<file path="config.mk">
export PLATFORM = sky130hd
export DESIGN_NAME = cosi_ctrl
export DESIGN_NICKNAME = d
export VERILOG_FILES = /design/src/rtl/cosi_pkg.sv /design/src/rtl/cosi_edge_det.sv /design/src/rtl/cosi_flag_bank.sv /design/src/rtl/cosi_irq_fsm.sv /design/src/rtl/cosi_ctrl.sv
export SDC_FILE = /design/constraint.sdc
export NUM_CORES = 1
export LEC_CHECK = 0
export BUFFER_PORTS_ARGS = -buffer_cell sky130_fd_sc_hd__buf_2
export CORE_ASPECT_RATIO = 1.5
export CORE_MARGIN = 1.5
export CORE_UTILIZATION = 45
export DETAILED_ROUTE_END_ITERATION = 6
export PLACE_DENSITY = 0.76
export SLEW_MARGIN = 40
export SYNTH_ARGS = -nofsm -noshare
export SYNTH_HDL_FRONTEND = slang
export SYNTH_HIERARCHICAL = 1
export SYNTH_SLANG_ARGS = --single-unit
</file>
<file path="constraint.sdc">
create_clock -name clk -period 2.25 [get_ports clk]
set_clock_uncertainty 0.05 [all_clocks]
set_input_delay 0.3375 -clock clk [delete_from_list [all_inputs] [get_ports clk]]
set_output_delay 0.3375 -clock clk [all_outputs]
set_load 0.05 [all_outputs]
</file>
<file path="src/rtl/cosi_pkg.sv">
package cosi_pkg;
    localparam int COSI_GROUP_W    = 8;
    localparam int COSI_NUM_GROUPS = 4;

    typedef enum logic {
        IRQ_QUIET   = 1'b0,
        IRQ_PENDING = 1'b1
    } cosi_irq_state_e;
endpackage

</file>
<file path="src/rtl/cosi_edge_det.sv">
module cosi_edge_det #(
    parameter int GROUP_W = 8
) (
    input  logic               clk,
    input  logic               rst_n,
    input  logic [GROUP_W-1:0] grp_in,
    input  logic               rise_en,
    input  logic               fall_en,
    output logic [GROUP_W-1:0] hit
);
    logic [GROUP_W-1:0] prev_q;

    // During reset the delayed copy tracks the input, so that leaving reset shows no edge.
    always_ff @(posedge clk) begin
        prev_q <= grp_in;
    end

    always_comb begin
        hit = ({GROUP_W{rise_en}} & grp_in & ~prev_q)
            | ({GROUP_W{fall_en}} & ~grp_in & prev_q);
        if (!rst_n) hit = '0;
    end
endmodule

</file>
<file path="src/rtl/cosi_flag_bank.sv">
module cosi_flag_bank #(
    parameter int GROUP_W    = 8,
    parameter int NUM_GROUPS = 4,
    localparam int DW        = GROUP_W * NUM_GROUPS
) (
    input  logic                  clk,
    input  logic                  rst_n,
    input  logic                  soft_rst,
    input  logic [DW-1:0]         hit,
    input  logic                  clr_wr,
    input  logic [NUM_GROUPS-1:0] clr_be,
    input  logic [DW-1:0]         clr_wdata,
    output logic [DW-1:0]         flags,
    output logic                  any_nxt
);
    logic [DW-1:0] clr_mask;
    logic [DW-1:0] flags_nxt;

    for (genvar g = 0; g < NUM_GROUPS; g++) begin : g_mask
        assign clr_mask[g*GROUP_W +: GROUP_W] =
            {GROUP_W{clr_wr & clr_be[g]}} & clr_wdata[g*GROUP_W +: GROUP_W];
    end

    // A new hit is ORed in after the clear, so a colliding event survives.
    always_comb begin
        flags_nxt = (flags & ~clr_mask) | hit;
        if (soft_rst) flags_nxt = '0;
    end

    assign any_nxt = |flags_nxt;

    always_ff @(posedge clk) begin
        if (!rst_n) flags <= '0;
        else        flags <= flags_nxt;
    end
endmodule

</file>
<file path="src/rtl/cosi_irq_fsm.sv">
module cosi_irq_fsm
    import cosi_pkg::*;
(
    input  logic clk,
    input  logic rst_n,
    input  logic any_nxt,
    output logic irq
);
    cosi_irq_state_e state_q, state_d;

    always_comb begin
        state_d = state_q;
        unique case (state_q)
            IRQ_QUIET:   if (any_nxt)  state_d = IRQ_PENDING; // RAISE
            IRQ_PENDING: if (!any_nxt) state_d = IRQ_QUIET;   // DROP
        endcase
    end

    always_ff @(posedge clk) begin
        if (!rst_n) state_q <= IRQ_QUIET;
        else        state_q <= state_d;
    end

    always_comb begin
        irq = (state_q == IRQ_PENDING);
    end
endmodule

</file>
<file path="src/rtl/cosi_ctrl.sv">
module cosi_ctrl
    import cosi_pkg::*;
#(
    parameter int GROUP_W    = COSI_GROUP_W,
    parameter int NUM_GROUPS = COSI_NUM_GROUPS,
    localparam int DW        = GROUP_W * NUM_GROUPS,
    localparam int EW        = 2 * NUM_GROUPS
) (
    input  logic                  clk,
    input  logic                  rst_n,
    input  logic [DW-1:0]         sense_in,
    input  logic                  edge_en_wr,
    input  logic [EW-1:0]         edge_en_wdata,
    output logic [EW-1:0]         edge_en_rdata,
    output logic [DW-1:0]         flag_rdata,
    input  logic                  clr_wr,
    input  logic [NUM_GROUPS-1:0] clr_be,
    input  logic [DW-1:0]         clr_wdata,
    input  logic                  soft_rst,
    output logic                  irq,
    output logic [7:0]            irq_stat
);
    logic [EW-1:0] en_q;
    logic [DW-1:0] hit;
    logic          any_nxt;

    always_ff @(posedge clk) begin
        if (!rst_n)          en_q <= '0;
        else if (edge_en_wr) en_q <= edge_en_wdata;
    end
    assign edge_en_rdata = en_q;

    for (genvar g = 0; g < NUM_GROUPS; g++) begin : g_grp
        cosi_edge_det #(.GROUP_W(GROUP_W)) u_det (
            .clk     (clk),
            .rst_n   (rst_n),
            .grp_in  (sense_in[g*GROUP_W +: GROUP_W]),
            .rise_en (en_q[g]),
            .fall_en (en_q[NUM_GROUPS+g]),
            .hit     (hit[g*GROUP_W +: GROUP_W])
        );
    end

    cosi_flag_bank #(.GROUP_W(GROUP_W), .NUM_GROUPS(NUM_GROUPS)) u_flags (
        .clk       (clk),
        .rst_n     (rst_n),
        .soft_rst  (soft_rst),
        .hit       (hit),
        .clr_wr    (clr_wr),
        .clr_be    (clr_be),
        .clr_wdata (clr_wdata),
        .flags     (flag_rdata),
        .any_nxt   (any_nxt)
    );

    cosi_irq_fsm u_fsm (
        .clk     (clk),
        .rst_n   (rst_n),
        .any_nxt (any_nxt),
        .irq     (irq)
    );

    assign irq_stat = {7'b0, irq};
endmodule

</file>
# Word-level counts from Yosys, hierarchy flattened
# Index checks and enable logic that the tools add are counted.
# classes
reduce_logical	1
mux	6
bitwise_logic	39
# op_table
operator	count
$and 8x8->8	20
$not 8->8	8
$and 32x32->32	1
$mux 32	1
$mux 8	4
$not 32->32	1
$or 32x32->32	1
$or 8x8->8	4
$reduce_or 32->1	1
$and 1x1->1	4
$mux 1	1
# totals
word_cells	53
register_bits	73
input_bits	81
output_inout_bits	49

# Logic depth before layout (Yosys ltp)
# logic_depth
ltp_word	9
mapped_depth	7
mapped_depth_nobuf	7

# By module
# Netlist, hierarchy kept.
# modules_own_cells
mod	area_per_inst_um2	seq_area_each_um2	cells_per_inst	instances
cosi_flag_bank	1620.3	640.6	160	1
cosi_edge_det	324.1	160.2	34	4
cosi_ctrl	365.4	160.2	34	1
cosi_irq_fsm	26.3	20.0	2	1

# Worst setup path after synthesis
# Ideal clock, no wire load.
# synth_path
path_type	register to register
from	reg en_q[4] (netlist: edge_en_rdata[4])
to	reg u_fsm.state_q (netlist: u_fsm/irq)
n_path_buf	0
synth_period_minus_slack_ns	1.877
stages_incl_launch_ff	8
t_arrival_ns	1.769
setup_slack_ns	0.373
t_required_ns	2.141
setup_time_ns	0.059
cell_sequence	dfxtp_1 nand2_1 o22ai_1 and4b_1 o32ai_1 nor4_1 nand4_1 and2_1
# synth_between
elab_chain_cells	8
# synth_rtl
element	line	rtl
start: declaration	cosi_ctrl.sv:23	logic [EW-1:0] en_q;
start signal: assignment	cosi_ctrl.sv:29	else if (edge_en_wr) en_q <= edge_en_wdata;
$and 8x8->8 (2 in a row)	cosi_edge_det.sv:20	| ({GROUP_W{fall_en}} & ~grp_in & prev_q);
$or 8x8->8	cosi_edge_det.sv:20	
$mux 8	cosi_edge_det.sv:21	if (!rst_n) hit = '0;
named net hit[2]	cosi_ctrl.sv:24	logic [DW-1:0] hit;
$or 32x32->32	cosi_flag_bank.sv:26	flags_nxt = (flags & ~clr_mask) | hit;
$mux 32	cosi_flag_bank.sv:27	if (soft_rst) flags_nxt = '0;
$reduce_or 32->1	cosi_flag_bank.sv:30	assign any_nxt = |flags_nxt;
named net any_nxt	cosi_ctrl.sv:25	logic any_nxt;
$mux 1	cosi_irq_fsm.sv:14, cosi_irq_fsm.sv:15	
end signal: assignment	cosi_irq_fsm.sv:21	else state_q <= state_d;
end: declaration	cosi_irq_fsm.sv:9	cosi_irq_state_e state_q, state_d;
# The timed path passes the listed nets, and every way through them passes these cells.
# A chain may end at the register's enable or synchronous reset.

# Worst setup path after layout
# layout_path
from	reg en_q[0] (netlist: edge_en_rdata[0])
to	reg u_fsm.state_q (netlist: u_fsm/irq)
# layout_between
elab_chain_cells	8
# layout_rtl
element	line	rtl
$and 8x8->8 (2 in a row)	cosi_edge_det.sv:19	hit = ({GROUP_W{rise_en}} & grp_in & ~prev_q)
$or 8x8->8	cosi_edge_det.sv:20	
$mux 8	cosi_edge_det.sv:21	
named net hit[7]	cosi_ctrl.sv:24	
$or 32x32->32	cosi_flag_bank.sv:26	
$mux 32	cosi_flag_bank.sv:27	
$reduce_or 32->1	cosi_flag_bank.sv:30	
named net any_nxt	cosi_ctrl.sv:25	
$mux 1	cosi_irq_fsm.sv:14, cosi_irq_fsm.sv:15	
# The timed path passes the listed nets, and every way through them passes these cells.

==> impl_metrics.xml <==
<?xml version="1.0" encoding="UTF-8"?>
<metrics>
  <group name="timing">
    <metric name="finalCriticalPeriod" unit="ns">1.94</metric>
    <metric name="slew_headroom" unit="">0.647</metric>
    <metric name="min_period_over_period" unit="">0.862</metric>
    <metric name="measured_slew_at_the_worst_slew_check_pin" unit="ns">0.529</metric>
    <metric name="clock.fmax" unit="MHz">516</metric>
    <metric name="fin_setup_tns" unit="ns">0</metric>
    <metric name="finalWorstSetupSlack" unit="ns">0.311</metric>
    <metric name="final.hold.worst_slack" unit="ns">0.0580</metric>
    <metric name="setup_viol" unit="">0</metric>
    <metric name="timing.final.max_slew_violations" unit="">0</metric>
    <metric name="final_hold_viol_count" unit="">0</metric>
    <metric name="grt_setup_unrepaired" unit="">no</metric>
  </group>
  <group name="placed_design">
    <metric name="dp.cells" unit="">552</metric>
    <metric name="port_buffers" unit="">122</metric>
    <metric name="detailedPlacementHpwl" unit="mm">6.99</metric>
    <metric name="gp_routability_congestion" unit="">0.836</metric>
    <metric name="dp_worst_setup_slack" unit="ns">-0.0307</metric>
    <metric name="post_placement_cell_area" unit="sq mm">0.00405</metric>
  </group>
  <group name="layout">
    <metric name="finalCoreUtilization" unit="">0.596</metric>
    <metric name="layout-drive-gt1-share" unit="">0.323</metric>
    <metric name="mostFrequentLayoutCell" unit="">sky130_fd_sc_hd__buf_2</metric>
    <metric name="area_growth" unit="%">29.2</metric>
    <metric name="final_cell_area" unit="sq mm">0.00428</metric>
    <metric name="finalNetCount" unit="">544</metric>
    <metric name="fin_cells" unit="">569</metric>
    <metric name="layout.cells.most_common_list" unit="">sky130_fd_sc_hd__buf_2 (122), sky130_fd_sc_hd__dfxtp_1 (73), sky130_fd_sc_hd__nand2b_1 (52)</metric>
  </group>
  <group name="floorplanning">
    <metric name="ios" unit="">130</metric>
    <metric name="die_x" unit="um">73.0</metric>
    <metric name="initial_utilization" unit="">0.461</metric>
    <metric name="std_cell_rows" unit="">38</metric>
    <metric name="placeableCoreArea" unit="sq mm">0.00718</metric>
    <metric name="die_y" unit="um">108</metric>
    <metric name="die_area" unit="sq mm">0.00789</metric>
  </group>
  <group name="drt">
    <metric name="drt_iter0_markers" unit="">204</metric>
    <metric name="postRouteWirelength" unit="mm">9.18</metric>
    <metric name="drc_errors" unit="">0</metric>
    <metric name="drtPass1Iterations" unit="">5</metric>
    <metric name="vias_per_cell" unit="">5.49</metric>
    <metric name="antenna_violating_nets_post_route" unit="">0</metric>
    <metric name="dr_total_vias" unit="">3121</metric>
    <metric name="detail_route.wl_per_cell" unit="um">16.1</metric>
  </group>
  <group name="worst_setup_path">
    <metric name="worst-endpoint-required" unit="ns">2.45</metric>
    <metric name="path_cells" unit="">nand2_2 -&gt; buf_4 -&gt; o22ai_1 -&gt; and4b_1 -&gt; o32ai_1 -&gt; nor4_1 -&gt; nand4_1 -&gt; and2_1</metric>
    <metric name="startpoint_class" unit="">flip-flop</metric>
    <metric name="timing.critical_path.slowest_cell_delay" unit="ns">0.37</metric>
    <metric name="worst_path_dominant_cell_family" unit="">simple AND/OR/NAND/NOR gates</metric>
    <metric name="arrival" unit="ns">2.14</metric>
    <metric name="timing.critical_path.to_type" unit="">flip-flop</metric>
    <metric name="critical_path_peak_fanout" unit="">5</metric>
    <metric name="worstSetupPathType" unit="">reg -&gt; reg</metric>
    <metric name="worst_path_max_delay_cell" unit="">sky130_fd_sc_hd__dfxtp_1</metric>
    <metric name="cp_num_buf_inv" unit="">1</metric>
  </group>
  <group name="synth">
    <metric name="syn-mean-instance-area" unit="sq um">9.96</metric>
    <metric name="synth_edf_count" unit="">0</metric>
    <metric name="ys_async_sr_fraction" unit="">0</metric>
    <metric name="synth_area_leaders" unit="">sky130_fd_sc_hd__dfxtp_1 (44%), sky130_fd_sc_hd__nand2b_1 (9.8%), sky130_fd_sc_hd__and4b_1 (9.7%)</metric>
    <metric name="yosys_warnings" unit="">6</metric>
    <metric name="ys_seq_elements" unit="">73</metric>
    <metric name="synthDominantCellAreaShare" unit="">0.442</metric>
    <metric name="synth.largest_area_cell" unit="">sky130_fd_sc_hd__dfxtp_1</metric>
    <metric name="dominantRegCellSynth" unit="">sky130_fd_sc_hd__dfxtp_1</metric>
    <metric name="synth_area" unit="sq mm">0.00331</metric>
    <metric name="syn-instance-count" unit="">332</metric>
    <metric name="synth.lib_cells_used.distinct" unit="">23</metric>
    <metric name="synth_sequential_area_ratio" unit="">0.442</metric>
  </group>
  <group name="power_and_ir_drop">
    <metric name="pwr_density_cell" unit="mW/mm^2">693</metric>
    <metric name="fin_total_pwr" unit="mW">2.96</metric>
    <metric name="leakage" unit="nW">1.93</metric>
    <metric name="vdd_ir_drop_max" unit="mV">0.342</metric>
  </group>
  <group name="global_routing">
    <metric name="grt_max_degree" unit="">33</metric>
    <metric name="global_route.overflow_total" unit="">0</metric>
    <metric name="first_pass_grt_wire_length" unit="mm">13.9</metric>
    <metric name="antenna_violations_before_repair" unit="">1</metric>
    <metric name="number_of_global_route_vias_before_repair" unit="">2850</metric>
    <metric name="groute.usage.overall" unit="">0.234</metric>
  </group>
  <group name="clock_network">
    <metric name="h-tree-depth" unit="">3</metric>
    <metric name="cts_bufs_inserted" unit="">9</metric>
    <metric name="clockRootBuffer" unit="">sky130_fd_sc_hd__clkbuf_8</metric>
    <metric name="clkSinkCount" unit="">73</metric>
    <metric name="tritoncts" unit="">yes</metric>
    <metric name="clkSlewWorstSetupHoldPaths" unit="ns">0.07</metric>
    <metric name="postCtsResizedCells" unit="">0</metric>
    <metric name="post_cts_buffers" unit="">0</metric>
    <metric name="cts_hold_repair.buffers" unit="">0</metric>
    <metric name="cts.path.max_buffers" unit="">2</metric>
    <metric name="worst_skew_pair.late_latency" unit="ns">0.35</metric>
  </group>
  <group name="run_status">
    <metric name="status" unit="">finished clean</metric>
  </group>
  <group name="flow_run">
    <metric name="max_cap_violations" unit="">0</metric>
  </group>
  <group name="worst_hold_path">
    <metric name="hold_path_class" unit="">in -&gt; reg</metric>
  </group>
</metrics>
## per-layer routing
layer,part of all wire,wire length [um],track usage
met5,0,0,0
met4,0.026,235,0.109
met3,0.054,493,0.0475
met2,0.54,4940,0.414
met1,0.38,3510,0.262
## where the power goes
group | switching (mW) | internal, mW
sequential | 0.0296 | 1.34
combinational | 0.263 | 0.171
clock | 0.473 | 0.687
## cells by family after synthesis
| family | synth area share |
|---|---|
| flops | 0.442 |
| mux | 0.0242 |
| buf+inv | 0.0359 |
| simple gates | 0.367 |
| other cells | 0.00113 |
| compound gates | 0.130 |
## flip-flops by register name, summed over array words and instances, names as in the netlist
name                cells
g_grp.u_det/prev_q     32
u_flags/flags          32
edge_en_rdata           8
u_fsm/irq               1
## worst paths after layout
check,start,end,slack [ns],depth (start not counted)
worst max-delay path,edge_en_rdata[0],u_fsm/irq,0.31,8
worst min-delay path,sense_in[21],g_grp[2].u_det/prev_q[5],0.06,1
worst max register to register,edge_en_rdata[0],u_fsm/irq,0.31,8
worst min register to register,u_flags/flags[1],u_flags/flags[1],0.50,2
## cell type report
| type | count | area, sq um |
|---|---|---|
| Multi-Input combinational cell | 245 | 1750 |
| Clock inverter | 2 | 60.1 |
| Tap cell | 100 | 125 |
| Sequential cell | 73 | 1460 |
| Fill cell | 631 | 2900 |
| Timing Repair Buffer | 134 | 713 |
| Antenna cell | 1 | 2.50 |
| Clock buffer | 14 | 163 |
## worst reg2reg max path, cell delays in order (launching register included)
cell	delay [ns]
sky130_fd_sc_hd__dfxtp_1	0.37
sky130_fd_sc_hd__nand2_2	0.16
sky130_fd_sc_hd__buf_4	0.14
sky130_fd_sc_hd__o22ai_1	0.09
sky130_fd_sc_hd__and4b_1	0.28
sky130_fd_sc_hd__o32ai_1	0.11
sky130_fd_sc_hd__nor4_1	0.37
sky130_fd_sc_hd__nand4_1	0.12
sky130_fd_sc_hd__and2_1	0.15
## synth_stat cells, types with 5 or more instances
cell type / count
sky130_fd_sc_hd__o22ai_1: 24
sky130_fd_sc_hd__o32ai_1: 16
sky130_fd_sc_hd__nor3b_1: 16
sky130_fd_sc_hd__nand4b_1: 12
sky130_fd_sc_hd__o21bai_1: 16
sky130_fd_sc_hd__nand2b_1: 52
sky130_fd_sc_hd__mux2i_1: 8
sky130_fd_sc_hd__nor2b_1: 8
sky130_fd_sc_hd__and4b_1: 32
sky130_fd_sc_hd__clkbuf_1: 6
sky130_fd_sc_hd__buf_2: 5
sky130_fd_sc_hd__nand2_1: 8
sky130_fd_sc_hd__dfxtp_1: 73
sky130_fd_sc_hd__nor2_1: 16
sky130_fd_sc_hd__buf_4: 8
sky130_fd_sc_hd__nor4b_1: 16
Power figures use the tool's default switching activity.
